[config.mk]
export PLATFORM = sky130hd
export DESIGN_NAME = wdg_reset_gate
export DESIGN_NICKNAME = d
export VERILOG_FILES = /design/src/rtl/wdg_gate_pkg.sv /design/src/rtl/wdg_gate_lane.sv /design/src/rtl/wdg_gate_regs.sv /design/src/rtl/wdg_reset_gate.sv
export SDC_FILE = /design/constraint.sdc
export NUM_CORES = 1
export LEC_CHECK = 0
export ABC_AREA = 1
export BUFFER_PORTS_ARGS = -buffer_cell sky130_fd_sc_hd__clkbuf_2
export CAP_MARGIN = 40
export CORE_MARGIN = 4
export CORE_UTILIZATION = 32
export CTS_CLUSTER_DIAMETER = 80
export CTS_CLUSTER_SIZE = 30
export DETAILED_ROUTE_END_ITERATION = 10
export PLACE_DENSITY = 0.76
export SYNTH_ARGS = -nofsm -noshare
export SYNTH_HDL_FRONTEND = slang
export SYNTH_SLANG_ARGS = --single-unit
[constraint.sdc]
create_clock -name clk -period 0.8 [get_ports clk]
set_input_delay 0.12 -clock clk [delete_from_list [all_inputs] [get_ports clk]]
set_output_delay 0.12 -clock clk [all_outputs]
set_load 0.02 [all_outputs]
[src/rtl/wdg_gate_pkg.sv]
package wdg_gate_pkg;

    localparam int REG_ADDR_W = 12;

    // Offsets decoded by the register block
    localparam logic [REG_ADDR_W-1:0] OFS_CAUSE = 12'h404;
    localparam logic [REG_ADDR_W-1:0] OFS_AUTO  = 12'h408;
    localparam logic [REG_ADDR_W-1:0] OFS_MASK  = 12'h40C;
    localparam logic [REG_ADDR_W-1:0] OFS_RUN   = 12'h420;

    typedef enum logic [2:0] {
        SEL_NONE,
        SEL_CAUSE,
        SEL_AUTO,
        SEL_MASK,
        SEL_RUN
    } reg_sel_e;

    function automatic reg_sel_e decode_ofs(input logic [REG_ADDR_W-1:0] a);
        case (a)
            OFS_CAUSE: return SEL_CAUSE;
            OFS_AUTO:  return SEL_AUTO;
            OFS_MASK:  return SEL_MASK;
            OFS_RUN:   return SEL_RUN;
            default:   return SEL_NONE;
        endcase
    endfunction

endpackage

[src/rtl/wdg_gate_lane.sv]
// Per-cluster gating of one watchdog reset request.
module wdg_gate_lane #(
    parameter bit INV_POL = 1'b0
) (
    input  logic req,
    input  logic cpu_rst,
    input  logic mask_bit,
    input  logic auto_bit,
    output logic pass
);
    logic allow;

    generate
        if (INV_POL) begin : g_inv
            assign allow = mask_bit;
        end else begin : g_plain
            assign allow = ~mask_bit;
        end
    endgenerate

    assign pass = req & allow & ~(auto_bit & cpu_rst);

    always_comb begin
        AST_NO_REQ_NO_PASS: assert (req || !pass);
        AST_AUTO_BLOCKS: assert (!(auto_bit && cpu_rst) || !pass);
    end

endmodule

[src/rtl/wdg_gate_regs.sv]
// Register state, write decode, read mux and registered reset output.
module wdg_gate_regs
    import wdg_gate_pkg::*;
#(
    parameter int                      NUM_CL   = 2,
    parameter int                      DATA_W   = 32,
    parameter int                      POS_W    = $clog2(DATA_W),
    parameter logic [NUM_CL*POS_W-1:0] CAUSE_POS = '0,
    parameter logic [NUM_CL*POS_W-1:0] MASK_POS  = '0,
    parameter logic [NUM_CL*POS_W-1:0] RUN_POS   = '0
) (
    input  logic                  clk,
    input  logic                  por_n,
    input  logic                  wr,
    input  logic [REG_ADDR_W-1:0] addr,
    input  logic [DATA_W-1:0]     wdata,
    input  logic [NUM_CL-1:0]     pass,
    output logic [DATA_W-1:0]     rdata,
    output logic [NUM_CL-1:0]     mask_q,
    output logic [NUM_CL-1:0]     auto_q,
    output logic [NUM_CL-1:0]     run_q,
    output logic                  sys_rst_q
);
    typedef struct packed {
        logic [NUM_CL-1:0] mask;
        logic [NUM_CL-1:0] autod;
        logic [NUM_CL-1:0] run;
        logic [NUM_CL-1:0] cause;
        logic              sysr;
    } state_t;

    state_t            st_d, st_q;
    reg_sel_e          sel;
    logic [NUM_CL-1:0] w_mask, w_run, w_cause, clr;

    // Pick the per-cluster bits out of the write data
    always_comb begin
        sel = decode_ofs(addr);
        for (int i = 0; i < NUM_CL; i++) begin
            w_mask[i]  = wdata[MASK_POS[i*POS_W +: POS_W]];
            w_run[i]   = wdata[RUN_POS[i*POS_W +: POS_W]];
            w_cause[i] = wdata[CAUSE_POS[i*POS_W +: POS_W]];
        end
    end

    // Next-state computation
    always_comb begin
        st_d = st_q;
        clr  = '0;
        if (wr) begin
            case (sel)
                SEL_MASK:  st_d.mask  = w_mask;
                SEL_AUTO:  st_d.autod = w_mask;
                SEL_RUN:   st_d.run   = w_run;
                SEL_CAUSE: clr        = w_cause;
                default:   ;
            endcase
        end
        // a fresh passing request wins over a write-one clear
        st_d.cause = (st_q.cause & ~clr) | pass;
        st_d.sysr  = |pass;
    end

    always_ff @(posedge clk or negedge por_n) begin
        if (!por_n) st_q <= '0;
        else        st_q <= st_d;
    end

    // Read mux: unlisted offsets and unused bits read zero
    always_comb begin
        rdata = '0;
        for (int i = 0; i < NUM_CL; i++) begin
            case (sel)
                SEL_CAUSE: rdata[CAUSE_POS[i*POS_W +: POS_W]] = st_q.cause[i];
                SEL_AUTO:  rdata[MASK_POS[i*POS_W +: POS_W]]  = st_q.autod[i];
                SEL_MASK:  rdata[MASK_POS[i*POS_W +: POS_W]]  = st_q.mask[i];
                SEL_RUN:   rdata[RUN_POS[i*POS_W +: POS_W]]   = st_q.run[i];
                default:   ;
            endcase
        end
    end

    assign mask_q    = st_q.mask;
    assign auto_q    = st_q.autod;
    assign run_q     = st_q.run;
    assign sys_rst_q = st_q.sysr;

    AST_RST_LOGGED: assert property (@(posedge clk) disable iff (!por_n)
        sys_rst_q |-> (|st_q.cause));
    AST_CAUSE_STICKY: assert property (@(posedge clk) disable iff (!por_n)
        !(wr && sel == SEL_CAUSE) |=> ((st_q.cause & $past(st_q.cause)) == $past(st_q.cause)));
    AST_RUN_HOLD: assert property (@(posedge clk) disable iff (!por_n)
        !(wr && sel == SEL_RUN) |=> $stable(st_q.run));
    AST_PASS_RAISES: assert property (@(posedge clk) disable iff (!por_n)
        (|pass) |=> sys_rst_q);

endmodule

[src/rtl/wdg_reset_gate.sv]
// Top: watchdog reset gating, counter-run enables and reset-cause log.
module wdg_reset_gate
    import wdg_gate_pkg::*;
#(
    parameter int                      NUM_CL    = 2,
    parameter int                      DATA_W    = 32,
    parameter int                      POS_W     = $clog2(DATA_W),
    parameter logic [NUM_CL-1:0]       MASK_INV  = 2'b10,
    parameter logic [NUM_CL*POS_W-1:0] CAUSE_POS = {5'd23, 5'd24},
    parameter logic [NUM_CL*POS_W-1:0] MASK_POS  = {5'd3, 5'd2},
    parameter logic [NUM_CL*POS_W-1:0] RUN_POS   = {5'd8, 5'd7}
) (
    input  logic                  clk,
    input  logic                  por_n,
    input  logic                  bus_wr,
    input  logic [REG_ADDR_W-1:0] bus_addr,
    input  logic [DATA_W-1:0]     bus_wdata,
    output logic [DATA_W-1:0]     bus_rdata,
    input  logic [NUM_CL-1:0]     wd_rst_req,
    input  logic [NUM_CL-1:0]     cpu_in_rst,
    output logic [NUM_CL-1:0]     cnt_en,
    output logic                  sys_rst
);
    logic [NUM_CL-1:0] pass, mask_q, auto_q;

    generate
        for (genvar i = 0; i < NUM_CL; i++) begin : g_lane
            wdg_gate_lane #(.INV_POL(MASK_INV[i])) u_lane (
                .req      (wd_rst_req[i]),
                .cpu_rst  (cpu_in_rst[i]),
                .mask_bit (mask_q[i]),
                .auto_bit (auto_q[i]),
                .pass     (pass[i])
            );
        end
    endgenerate

    wdg_gate_regs #(
        .NUM_CL    (NUM_CL),
        .DATA_W    (DATA_W),
        .POS_W     (POS_W),
        .CAUSE_POS (CAUSE_POS),
        .MASK_POS  (MASK_POS),
        .RUN_POS   (RUN_POS)
    ) u_regs (
        .clk       (clk),
        .por_n     (por_n),
        .wr        (bus_wr),
        .addr      (bus_addr),
        .wdata     (bus_wdata),
        .pass      (pass),
        .rdata     (bus_rdata),
        .mask_q    (mask_q),
        .auto_q    (auto_q),
        .run_q     (cnt_en),
        .sys_rst_q (sys_rst)
    );

    AST_IDLE_NO_RST: assert property (@(posedge clk) disable iff (!por_n)
        (wd_rst_req == '0) |=> !sys_rst);

endmodule

==> impl_metrics.py <==
metrics = {
    "layout": {
        "diodes": 0,
        "final_cells": 200,
        "ff_latch_area_um2": 225,
        "post-route-util": 0.524,
        "drive_gt1_frac": 0.512,
        "syn_to_final_growth_pct": 54.2,
        "multi_input_area_um2": 534,
        "nNetsFinal": 222,
        "final_cell_area_um2": 1320,
        "fill_cells": 250,
    },
    "job": {
        "max-cap-violations": 0,
    },
    "synth": {
        "synth_edf_count": 0,
        "synthTopCellsByCount": "buf_4 (28), nand2_1 (24), inv_1 (16)",
        "syn_avg_cell_area_um2": 6.91,
        "synth_simple_gate_area_share": 0.361,
        "synth_largest_area_cell": "dfrtp_1",
        "synth_xor_area_frac": 0,
        "syn_inst": 124,
        "synthAdderAreaFrac": 0,
        "synth_mux_area_frac": 0,
        "dominantRegCellSynth": "dfrtp_1",
        "yosysUniqueCellTypes": 17,
        "ys_seq_area_frac": 0.263,
        "yosys-top-cells-area": "dfrtp_1 (26%), buf_4 (25%), nand2_1 (11%)",
        "ys_seq_elements": 9,
        "synth_compound_gate_area_share": 0.0350,
        "async_reset_ff_frac": 1.00,
        "syn-cell-area_um2": 857,
        "synth_top_family_by_area": "simple AND/OR/NAND/NOR gates",
        "synth_most_common_cell": "buf_4",
        "synth_warnings": 0,
        "synth.top_cell.area_share": 0.263,
    },
    "cts": {
        "clk_pin_slew_ps": 60,
        "cts_max_path_buffers": 2,
        "cts_made_buffers": 3,
        "cts_tree": "yes",
        "cts_root_buffer": "clkbuf_4",
        "htreeDepth": 1,
        "clk_latency_ps": 260,
        "clock-sinks": 9,
    },
    "global_routing": {
        "grt_overflow": 0,
        "grt_antenna_before_repair": 0,
        "grt_first_pass_wirelength_um": 2890,
        "grtUsageTotal": 0.107,
        "grt_max_degree": 10,
        "grt_pass1_vias": 745,
    },
    "worst_setup_path": {
        "crit_path_end_kind": "output pin",
        "worst_ep_required_time_ps": 680,
        "cp_max_fo": 4,
        "crit_type": "input pin to output pin",
        "cp-start-kind": "input pin",
        "crit_arrival_ps": 1040,
    },
    "min_path": {
        "hold_class": "input pin to register",
    },
    "drt": {
        "drc": 0,
        "dr.pass1.iters": 4,
        "wl_um": 2010,
        "post_drt_wl_per_cell_um": 10.0,
        "vias_per_cell": 4.17,
        "via_count": 834,
        "postRouteAntennaNets": 0,
        "drt_iter0_markers": 20,
    },
    "run_status": {
        "status": "finished, violations left",
        "violations": "negative setup slack",
    },
    "placed_design": {
        "io_buffers": 33,
        "postPlaceCellArea_um2": 1070,
        "gp_congestion": 0.828,
        "place_inst": 191,
        "hpwlAfterDp_um": 1510,
    },
    "power_and_ir_drop": {
        "power.total_mw": 1.19,
        "ir_drop_uv": 682,
        "powerDensity_nw_per_um2": 897,
        "p_leak_nw": 0.683,
    },
    "sta": {
        "setup_viol": 15,
        "fin_ws_ps": -359,
        "rsz0062_at_grt": "true",
        "finalHoldViolations": 0,
        "min_period_ps": 1160,
        "max_clock_freq_mhz": 863,
        "clock_skew_ps": 0.924,
        "whs_ps": 67.0,
        "slew_violations": 0,
        "period_share": 1.45,
    },
    "floorplan": {
        "num_rows": 18,
        "dieArea_um2": 3570,
        "die_h_um": 59.8,
        "die-width_um": 59.8,
        "start_util": 0.340,
        "io-pin-count": 86,
        "coreArea_um2": 2520,
    },
}
## stage by stage
stage	worst slack, ps	TNS (ps)
global placement	-407	-3820
finish	-359	-2320
global route	-433	-3320
CTS	-349	-2150
detailed placement	-426	-4100
floorplan	-70.3	-238
## cell type report
class                      count  area share
sequential                     9       0.170
inverter                      21      0.0767
multi-input combinational     91       0.404
clock buffer                   4      0.0199
timing repair buffer          45       0.300
tap                           30      0.0284
## repair_timing
action	CTS	global route
setup endpoints to repair	10	18
hold buffers	1	0
gates resized for setup	21	34
setup buffers	1	3
endpoints found under the hold margin	9	0
pin swaps	13	24
## state kept, by name, summed over array words and instances, names as in the netlist
name and cells:
u_regs.auto_q 2, u_regs.mask_q 2, u_regs.run_q 2, u_regs.st_q 2, u_regs.sys_rst_q 1
## placed cells by master, fill, tap and decap left out, types with 2 or more instances in the layout
cell type  instances
conb_1            26
nor2_2             6
nand4_1            4
dfrtp_1            9
clkbuf_2          19
inv_1             12
buf_8              4
nand2_2            9
inv_4              2
nand2_1           17
o21ai_1            6
inv_2              5
clkbuf_8           3
buf_6             10
clkbuf_4           3
buf_4              7
nand3_4            2
nand2_4            2
nand3_1            4
nand3_2            2
nor2_1             2
nor2_4             9
## metal layers
metal  global-route usage  part of all wire  wire length, µm  up-vias
met5                    0                 0                0        -
met4               0.0570             0.021               43        0
met3               0.0302             0.095              191        5
met2                0.179              0.53             1070       40
met1                0.123              0.35              704      372
li1                     -                 -                -      417
## cell families after synthesis
group                  count (synthesis)
buffers and inverters                 49
other                                  1
AOI/OAI and AO/OA                      6
and+or+nand+nor                       59
DFF                                    9
## worst paths after layout
path / start / end / slack [ps] / depth (start not counted)
max in group asynchronous: por_n / u_regs.mask_q[1] / 360 / 2
max: bus_addr[9] / bus_rdata[2] / -360 / 9
min: bus_wdata[7] / u_regs.run_q[0] / 70 / 3
min reg2reg: u_regs.st_q[1] / u_regs.st_q[1] / 500 / 2
max reg2reg: u_regs.auto_q[0] / u_regs.sys_rst_q / 30 / 4
min in group asynchronous: por_n / u_regs.st_q[2] / 250 / 2
## critical path, stage by stage
cell and delay, ps:
clkbuf_16 140, inv_12 40, nand2_4 40, nor2_4 160, nand2_2 90, nor2_2 120, nand4_1 120, nand2_2 100
buf_8 110
## report_power, final
| group | switching, mW | leakage [nW] | internal [mW] |
|---|---|---|---|
| combinational | 0.243 | 0.560 | 0.130 |
| clock | 0.154 | 0.0150 | 0.192 |
| sequential | 0.00411 | 0.108 | 0.463 |
| total | 0.401 | 0.683 | 0.784 |
Note: power is estimated with default switching activity, not from simulation.
